**config.mk**
```make
export PLATFORM = sky130hd
export DESIGN_NAME = dbk_deadband_gen
export DESIGN_NICKNAME = d
export VERILOG_FILES = /design/src/rtl/dbk_pkg.sv /design/src/rtl/dbk_edge_det.sv /design/src/rtl/dbk_kill_ctrl.sv /design/src/rtl/dbk_db_timer.sv /design/src/rtl/dbk_deadband_gen.sv
export SDC_FILE = /design/constraint.sdc
export NUM_CORES = 1
export LEC_CHECK = 0
export BUFFER_PORTS_ARGS = -buffer_cell sky130_fd_sc_hd__buf_2
export CORE_MARGIN = 3
export CORE_UTILIZATION = 57
export CTS_BUF_LIST = sky130_fd_sc_hd__clkbuf_8
export DETAILED_ROUTE_END_ITERATION = 8
export GPL_ROUTABILITY_DRIVEN = 0
export HOLD_SLACK_MARGIN = 0.03
export PLACE_DENSITY = 0.77
export SKIP_CTS_REPAIR_TIMING = 1
export SLEW_MARGIN = 20
export SYNTH_ARGS = -nofsm -noshare
export SYNTH_HDL_FRONTEND = slang
export SYNTH_SLANG_ARGS = --single-unit
```
**constraint.sdc**
```tcl
create_clock -name clk -period 2.3 [get_ports clk]
set_input_delay 0.46 -clock clk [delete_from_list [all_inputs] [get_ports clk]]
set_output_delay 0.46 -clock clk [all_outputs]
set_load 0.005 [all_outputs]
```
**src/rtl/dbk_pkg.sv**
```systemverilog
package dbk_pkg;

  typedef enum logic [1:0] {
    KM_SYNC    = 2'b00,
    KM_ASYNC   = 2'b01,
    KM_DISABLE = 2'b10,
    KM_RSVD    = 2'b11
  } kill_mode_e;

endpackage

```
**src/rtl/dbk_edge_det.sv**
```systemverilog
module dbk_edge_det (
  input  logic clk,
  input  logic rst,
  input  logic ref_in,
  output logic ref_lvl,
  output logic edge_hit
);

  logic ref_prev;

  always_ff @(posedge clk) begin
    if (rst) begin
      ref_lvl  <= 1'b0;
      ref_prev <= 1'b0;
    end else begin
      ref_lvl  <= ref_in;
      ref_prev <= ref_lvl;
    end
  end

  assign edge_hit = ref_lvl ^ ref_prev;

endmodule

```
**src/rtl/dbk_kill_ctrl.sv**
```systemverilog
module dbk_kill_ctrl
  import dbk_pkg::*;
(
  input  logic       clk,
  input  logic       rst,
  input  logic       enable,
  input  logic       kill,
  input  logic [1:0] kill_mode,
  output logic       gate,
  output logic       clr_state,
  output logic       disabled
);

  kill_mode_e mode;
  logic       kill_q;
  logic       kill_act;
  logic       mode_dis;

  assign mode     = kill_mode_e'(kill_mode);
  assign mode_dis = (mode == KM_DISABLE) || (mode == KM_RSVD);

  // Release of kill is held to the next rising clock
  always_ff @(posedge clk) begin
    if (rst) kill_q <= 1'b0;
    else     kill_q <= kill;
  end

  assign kill_act = kill | kill_q;

  always_ff @(posedge clk) begin
    if (rst) disabled <= 1'b0;
    else     disabled <= enable & (disabled | (kill_act & mode_dis));
  end

  assign gate      = kill_act | disabled;
  assign clr_state = ~enable | disabled | (kill_act & (mode != KM_ASYNC));

  AST_DISABLE_NEEDS_ENABLE_LOW: assert property (@(posedge clk) disable iff (rst)
    (disabled && enable) |=> disabled);

endmodule

```
**src/rtl/dbk_db_timer.sv**
```systemverilog
module dbk_db_timer #(
  parameter int DB_W = 8
) (
  input  logic            clk,
  input  logic            rst,
  input  logic            clr,
  input  logic            edge_hit,
  input  logic            ref_lvl,
  input  logic [DB_W-1:0] db_period,
  output logic            ph_hi,
  output logic            ph_lo
);

  localparam logic [DB_W-1:0] CNT_ZERO = '0;

  logic [DB_W-1:0] cnt;
  logic            armed;
  logic            lvl;

  always_ff @(posedge clk) begin
    if (rst || clr) begin
      cnt   <= CNT_ZERO;
      armed <= 1'b0;
      lvl   <= 1'b0;
      ph_hi <= 1'b0;
      ph_lo <= 1'b0;
    end else if (edge_hit) begin
      armed <= 1'b1;
      lvl   <= ref_lvl;
      if (db_period == CNT_ZERO) begin
        cnt   <= CNT_ZERO;
        ph_hi <= ref_lvl;
        ph_lo <= ~ref_lvl;
      end else begin
        cnt   <= db_period - 1'b1;
        ph_hi <= 1'b0;
        ph_lo <= 1'b0;
      end
    end else if (armed) begin
      if (cnt != CNT_ZERO) begin
        cnt   <= cnt - 1'b1;
        ph_hi <= 1'b0;
        ph_lo <= 1'b0;
      end else begin
        ph_hi <= lvl;
        ph_lo <= ~lvl;
      end
    end
  end

  AST_QUIET_DURING_COUNT: assert property (@(posedge clk) disable iff (rst)
    (cnt != CNT_ZERO) |-> (!ph_hi && !ph_lo));

  AST_EDGE_DROPS_PHASES: assert property (@(posedge clk) disable iff (rst)
    (edge_hit && !clr && db_period != CNT_ZERO) |=> (!ph_hi && !ph_lo));

  AST_CLEAR_ZEROES: assert property (@(posedge clk) disable iff (rst)
    clr |=> (!ph_hi && !ph_lo));

endmodule

```
**src/rtl/dbk_deadband_gen.sv**
```systemverilog
module dbk_deadband_gen #(
  parameter int DB_W = 8
) (
  input  logic            clk,
  input  logic            rst,
  input  logic            enable,
  input  logic            pwm_ref,
  input  logic            kill,
  input  logic [DB_W-1:0] db_period,
  input  logic [1:0]      kill_mode,
  output logic            phi_hi,
  output logic            phi_lo
);

  logic ref_lvl;
  logic edge_hit;
  logic gate;
  logic clr_state;
  logic disabled;
  logic ph_hi;
  logic ph_lo;

  dbk_edge_det u_edge (
    .clk      (clk),
    .rst      (rst),
    .ref_in   (pwm_ref),
    .ref_lvl  (ref_lvl),
    .edge_hit (edge_hit)
  );

  dbk_kill_ctrl u_kill (
    .clk       (clk),
    .rst       (rst),
    .enable    (enable),
    .kill      (kill),
    .kill_mode (kill_mode),
    .gate      (gate),
    .clr_state (clr_state),
    .disabled  (disabled)
  );

  dbk_db_timer #(.DB_W(DB_W)) u_timer (
    .clk       (clk),
    .rst       (rst),
    .clr       (clr_state),
    .edge_hit  (edge_hit),
    .ref_lvl   (ref_lvl),
    .db_period (db_period),
    .ph_hi     (ph_hi),
    .ph_lo     (ph_lo)
  );

  // Kill blanks the registered phases with no clock in the path
  assign phi_hi = ph_hi & ~gate;
  assign phi_lo = ph_lo & ~gate;

  AST_NO_OVERLAP: assert property (@(posedge clk) disable iff (rst)
    !(phi_hi && phi_lo));

  AST_KILL_BLANKS: assert property (@(posedge clk) disable iff (rst)
    kill |-> (!phi_hi && !phi_lo));

  AST_RELEASE_HELD: assert property (@(posedge clk) disable iff (rst)
    (!kill && $past(kill)) |-> (!phi_hi && !phi_lo));

  AST_DISABLED_LOW: assert property (@(posedge clk) disable iff (rst)
    disabled |-> (!phi_hi && !phi_lo));

endmodule

```
==> flow_summary.toml, run 1 <==
[cts]
path_clk_slew_ns = 0.07
ctsRootBufferMaster = "clkbuf_8"
cts_tree = "built"
htree_num_levels = 1
cts_buffer_depth = 2
cts-buffers-inserted = 3
clk_latency_ns = 0.25
clock_sinks = 16

[sta]
finalHoldViolCount = 0
max_freq_ghz = 0.5059
worst_pin_slew_ns = 1.086
period_minus_slack_ns = 1.977
maxSlewHeadroom_pct = 27.11
setup_tns_ns = 0
fin_crit_sh_pct = 85.95
setup_slack_ns = 0.3232
rsz0062_at_grt = "no"
setup_viol = 0
drv_slew = 0
clock_skew_ns = 0.004870

[routing]
first_pass_iters = 4
drc = 0
wire_per_inst_um = 15.19
routed_wl_um = 2537
ant_nets = 0
routed-via-count = 1056
drt_iter0_markers = 42
avgViaCountPerCell = 6.323

[place]
port_buffers = 16
dp_slack_ns = 0.3639
dpl.hpwl_um = 1876

[setup_path]
path_cells = "inv_1 > ha_1 > or3b_2 > o21ai_2 > a221oi_1 > a311oi_1"
cp-start-kind = "flop"
cpMaxStageDelayCell = "or3b_2"
cp.required_ns = 2.47
cpPeakStageDelay_ns = 0.49
cp.arrival_ns = 2.14
crit_fanout = 7
end_kind = "flop"
worstSetupPathType = "flop to flop"

[synthesis]
ys_seq_elements = 16
synth_top_cells_by_area = "dfxtp_1 (31%), ha_1 (4.8%), nor2_1 (4.3%)"
synth-async-reset-ratio_pct = 0
syn_area_per_cell_um2 = 8.423
synth_most_common_cell = "dfxtp_1"
syn-cell-area_mm2 = 0.001036
ys_types = 44
ys_seq_area_share_pct = 30.92
synth_top_area_cell = "dfxtp_1"
synth_nets = 142
synth_top_area_share_pct = 30.92
ys_warn_count = 0
synth_edf_count = 0
synth_common_cells = "dfxtp_1 (16), nor2_1 (12), nand2_1 (8), inv_1 (7)"
syn_inst = 123
synthFlopType = "dfxtp_1"

[power_and_ir_drop]
p_seq_share_pct = 44.5
p_comb_share_pct = 17.5
ir_drop_v = 0.0003998
internal_power_w = 0.0004889
total_leakage_power_nw = 0.4833
power.switching_w = 0.0001755
pwr_density_cell_mw_per_mm2 = 551.4
switching_share_pct = 26.41
clkPwrFrac_pct = 37.9

[global_routing]
grt_pass1_wl_um = 4119
grt_usage_pct = 22.09
grt_antenna_before_repair = 0
grt_max_degree = 15
grt_pass1_vias = 896
overflow = 0

[floorplanning]
ios = 17
row_count = 14
initial_utilization_pct = 64.29
die_w_um = 48.63
die_height_um = 48.63
dieArea_mm2 = 0.002365
coreArea_mm2 = 0.001612

[outcome]
status = "completed"

[final_layout]
nNetsFinal = 163
diodes = 0
final_util_pct = 74.77
area_growth_pct = 16.30
multiInputGateArea_um2 = 670.6
final_layout_size_suffix_gt1_share_pct = 21.68
num-fill-cells = 130
seq_area_um2 = 320.3

[job]
maxCapViolations = 0

[worst_hold_path]
min_path_type = "input pin to flop"
-- metrics by stage --
stage                     std cells  hold slack, ns  total power, W  cell area (um2)
after floorplan                 123          0.4545       0.0003770             1036
after global placement          163          0.4740       0.0004123             1150
after detailed placement        163          0.4917       0.0004156             1150
after CTS                       167          0.4182       0.0006619             1205
after global routing            167          0.4386       0.0006896             1205
final                           167          0.4129       0.0006644             1205
-- power groups by stage --
stage / logic [W] / clock network (W) / registers (W)
4_1_cts: 0.000115 / 0.000251 / 0.000296
3_5_place_dp: 0.000114 / 0 / 0.000302
5_1_grt: 0.000128 / 0.000265 / 0.000297
6_report: 0.000117 / 0.000252 / 0.000296
3_3_place_gp: 0.000111 / 0 / 0.000301
2_1_floorplan: 0.0000786 / 0 / 0.000298
-- cell type report --
type / count / share of cell area (%)
inverter: 7 / 2.181
tap: 24 / 2.492
timing repair buffer: 19 / 8.515
sequential: 16 / 26.58
multi-input combinational: 97 / 55.66
clock buffer: 4 / 4.569
-- logic make-up (layout without fill, tap and decap cells) --
family | Yosys count | in the layout | synth area share (%)
compound gates | 30 | 30 | 21.74
flops | 16 | 16 | 30.92
mux | 3 | 3 | 2.899
fa+ha+maj | 4 | 4 | 4.831
xor+xnor | 6 | 6 | 5.072
buf+inv | 10 | 30 | 4.348
simple gates | 54 | 54 | 30.19
-- path summary, 6_finish.rpt --
path	startpoint	endpoint	slack, ns	depth (start not counted)
setup / recovery	u_timer.cnt[0]	u_timer.cnt[1]	0.32	6
hold reg to reg	u_timer.lvl	u_timer.lvl	0.51	2
hold / removal	pwm_ref	u_edge.ref_lvl	0.41	2
setup reg to reg	u_timer.cnt[0]	u_timer.cnt[1]	0.32	6
-- state kept, by name, indices dropped and copies added (netlist names) --
| name | count |
|---|---|
| u_timer.cnt | 8 |
| u_edge.ref_lvl | 1 |
| u_edge.ref_prev | 1 |
| u_kill.disabled | 1 |
| u_kill.kill_q | 1 |
| u_timer.armed | 1 |
| u_timer.lvl | 1 |
| u_timer.ph_hi | 1 |
| u_timer.ph_lo | 1 |
-- critical path, delay by kind of cell (launching register included) --
kind	cells	cell delay, ns
buf+inv	1	0.12
simple gates	1	0.49
flops	1	0.33
compound gates	3	0.71
fa+ha+maj	1	0.24
-- placed cells by master (no fill, tap or decap), types with 2 or more instances in the layout --
cell type	netlist	final
a211oi_1	5	5
a21oi_1	5	5
a221oi_1	2	2
a311oi_1	2	2
buf_2	0	16
buf_4	0	3
clkbuf_8	0	4
dfxtp_1	16	16
ha_1	4	4
inv_1	7	7
mux2i_1	3	3
nand2_1	8	8
nand2b_1	2	2
nand4_1	4	4
nor2_1	12	12
nor2b_1	3	3
nor3_1	4	4
nor3b_1	5	5
nor4_1	3	3
o22ai_1	2	2
or3b_2	4	4
or4_1	2	2
xnor2_1	5	5
-- layer usage --
layer  GRT usage [%]  wire length (um)
met1           28.95              1094
met2           35.07              1204
met3           3.681               192
met4           10.43                46
met5               0                 0
(Power assumes the default switching activity.)
==> run 2, diff against run 1 <==
--- a/config.mk
+++ b/config.mk
@@ -7,12 +7,12 @@
 export LEC_CHECK = 0
 export BUFFER_PORTS_ARGS = -buffer_cell sky130_fd_sc_hd__buf_2
 export CORE_MARGIN = 3
-export CORE_UTILIZATION = 57
+export CORE_UTILIZATION = 45
 export CTS_BUF_LIST = sky130_fd_sc_hd__clkbuf_8
 export DETAILED_ROUTE_END_ITERATION = 8
 export GPL_ROUTABILITY_DRIVEN = 0
 export HOLD_SLACK_MARGIN = 0.03
-export PLACE_DENSITY = 0.77
+export PLACE_DENSITY = 0.63
 export SKIP_CTS_REPAIR_TIMING = 1
 export SLEW_MARGIN = 20
 export SYNTH_ARGS = -nofsm -noshare
==> flow_summary.toml, run 2 (synthesis results as in run 1) <==
[outcome]
status = "completed"

[routing]
drt_iter0_markers = 28
ant_nets = 0
wire_per_inst_um = 14.87
avgViaCountPerCell = 5.942
drc = 0
first_pass_iters = 4
routed_wl_um = 2543
routed-via-count = 1016

[global_routing]
grt_pass1_wl_um = 4464
grt_usage_pct = 21.09
grt_max_degree = 15
top_usage_layer = "met2"
grtUsageMet1_pct = 28.48
overflow = 0
grt_pass1_vias = 996
grt_antenna_before_repair = 0
gr-usage-met2_pct = 33.27
use_met3_pct = 4.155

[cts]
cts_tree = "built"
htree_num_levels = 1
clk_latency_ns = 0.25
cts_buffer_depth = 2
cts-buffers-inserted = 3
path_clk_slew_ns = 0.07
ctsRootBufferMaster = "clkbuf_8"
clock_sinks = 16

[floorplanning]
dieArea_mm2 = 0.002914
row_count = 16
coreArea_mm2 = 0.002062
ios = 17
initial_utilization_pct = 50.24
die_w_um = 53.98
die_height_um = 53.98

[final_layout]
area_growth_pct = 18.12
top_register = "u_timer.cnt"
final_layout_size_suffix_gt1_share_pct = 22.92
diodes = 0
num-fill-cells = 197
final_cell_mix = "buf_2 (16), dfxtp_1 (16), nor2_1 (12), nand2_1 (8), inv_1 (7)"
nNetsFinal = 164
largest_reg_flops = 8

[power_and_ir_drop]
clkPwrFrac_pct = 38.0
p_seq_share_pct = 44.3
total_leakage_power_nw = 0.4909
power.switching_w = 0.0001781
ir_drop_v = 0.0003592
switching_share_pct = 26.62
p_comb_share_pct = 17.7
internal_power_w = 0.0004912
pwr_density_cell_mw_per_mm2 = 547.0
power.total_w = 0.0006693

[sta]
finalHoldViolCount = 0
period_minus_slack_ns = 1.969
worst_pin_slew_ns = 0.6533
setup_tns_ns = 0
fin_crit_sh_pct = 85.61
setup_viol = 0
drv_slew = 0
rsz0062_at_grt = "no"
maxSlewHeadroom_pct = 56.23
clock_skew_ns = 0.009315
timing.hold.ws_ns = 0.4260
max_freq_ghz = 0.5079

[place]
dpl.hpwl_um = 2011
port_buffers = 16

[worst_hold_path]
min_path_type = "input pin to flop"

[setup_path]
cp.required_ns = 2.46
cp.arrival_ns = 2.13
worstSetupPathType = "flop to flop"
crit_fanout = 7
cp-start-kind = "flop"
end_kind = "flop"

[job]
maxCapViolations = 0
==> run 2: through the flow <==
step	cells	setup WS, ns	utilization, %	instance area [um2]
floorplan	123	0.5756	-	1036
global placement	167	0.3573	56.31	1161
detailed placement	167	0.3134	56.31	1161
CTS	171	0.3154	58.98	1216
global route	171	0.1528	59.34	1224
finish	171	0.3311	59.34	1224
==> run 2: area by class of cell <==
class / count / area, um2 / share of cell area, %
Clock buffer: 4 / 55.05 / 4.499
Inverter: 7 / 26.28 / 2.147
Multi-Input combinational cell: 97 / 678.2 / 55.42
Sequential cell: 16 / 320.3 / 26.18
Tap cell: 27 / 33.78 / 2.761
Timing Repair Buffer: 20 / 110.1 / 8.998
==> run 2: path summary, 6_finish.rpt <==
kind | start | cells after the start | slack (ns) | endpoint
worst max-delay path | u_timer.cnt[0] | 6 | 0.33 | u_timer.cnt[1]
worst min-delay path | pwm_ref | 2 | 0.43 | u_edge.ref_lvl
worst max register to register | u_timer.cnt[0] | 6 | 0.33 | u_timer.cnt[1]
worst min register to register | u_timer.lvl | 2 | 0.50 | u_timer.lvl
==> run 2: critical path: stages (launching register included) <==
cell and delay, ns:
dfxtp_1 0.33, inv_1 0.10, ha_1 0.22, or3b_2 0.48, o21ai_2 0.30, a221oi_1 0.15
a311oi_1 0.30
==> run 2: metal layers <==
layer,routed length (um),vias to the layer above,share of wire [%]
li1,-,512,-
met4,23,0,0.90
met2,1196,24,47
met5,0,-,0
met1,1218,476,48
met3,105,4,4.1
==> run 2: power by group through the flow <==
stage	combinational, W	clock, W	sequential (W)
2_1_floorplan	0.0000786	0	0.000298
3_3_place_gp	0.000115	0	0.000302
3_5_place_dp	0.000117	0	0.000302
4_1_cts	0.000118	0.000257	0.000296
5_1_grt	0.000133	0.000272	0.000298
6_report	0.000119	0.000254	0.000296
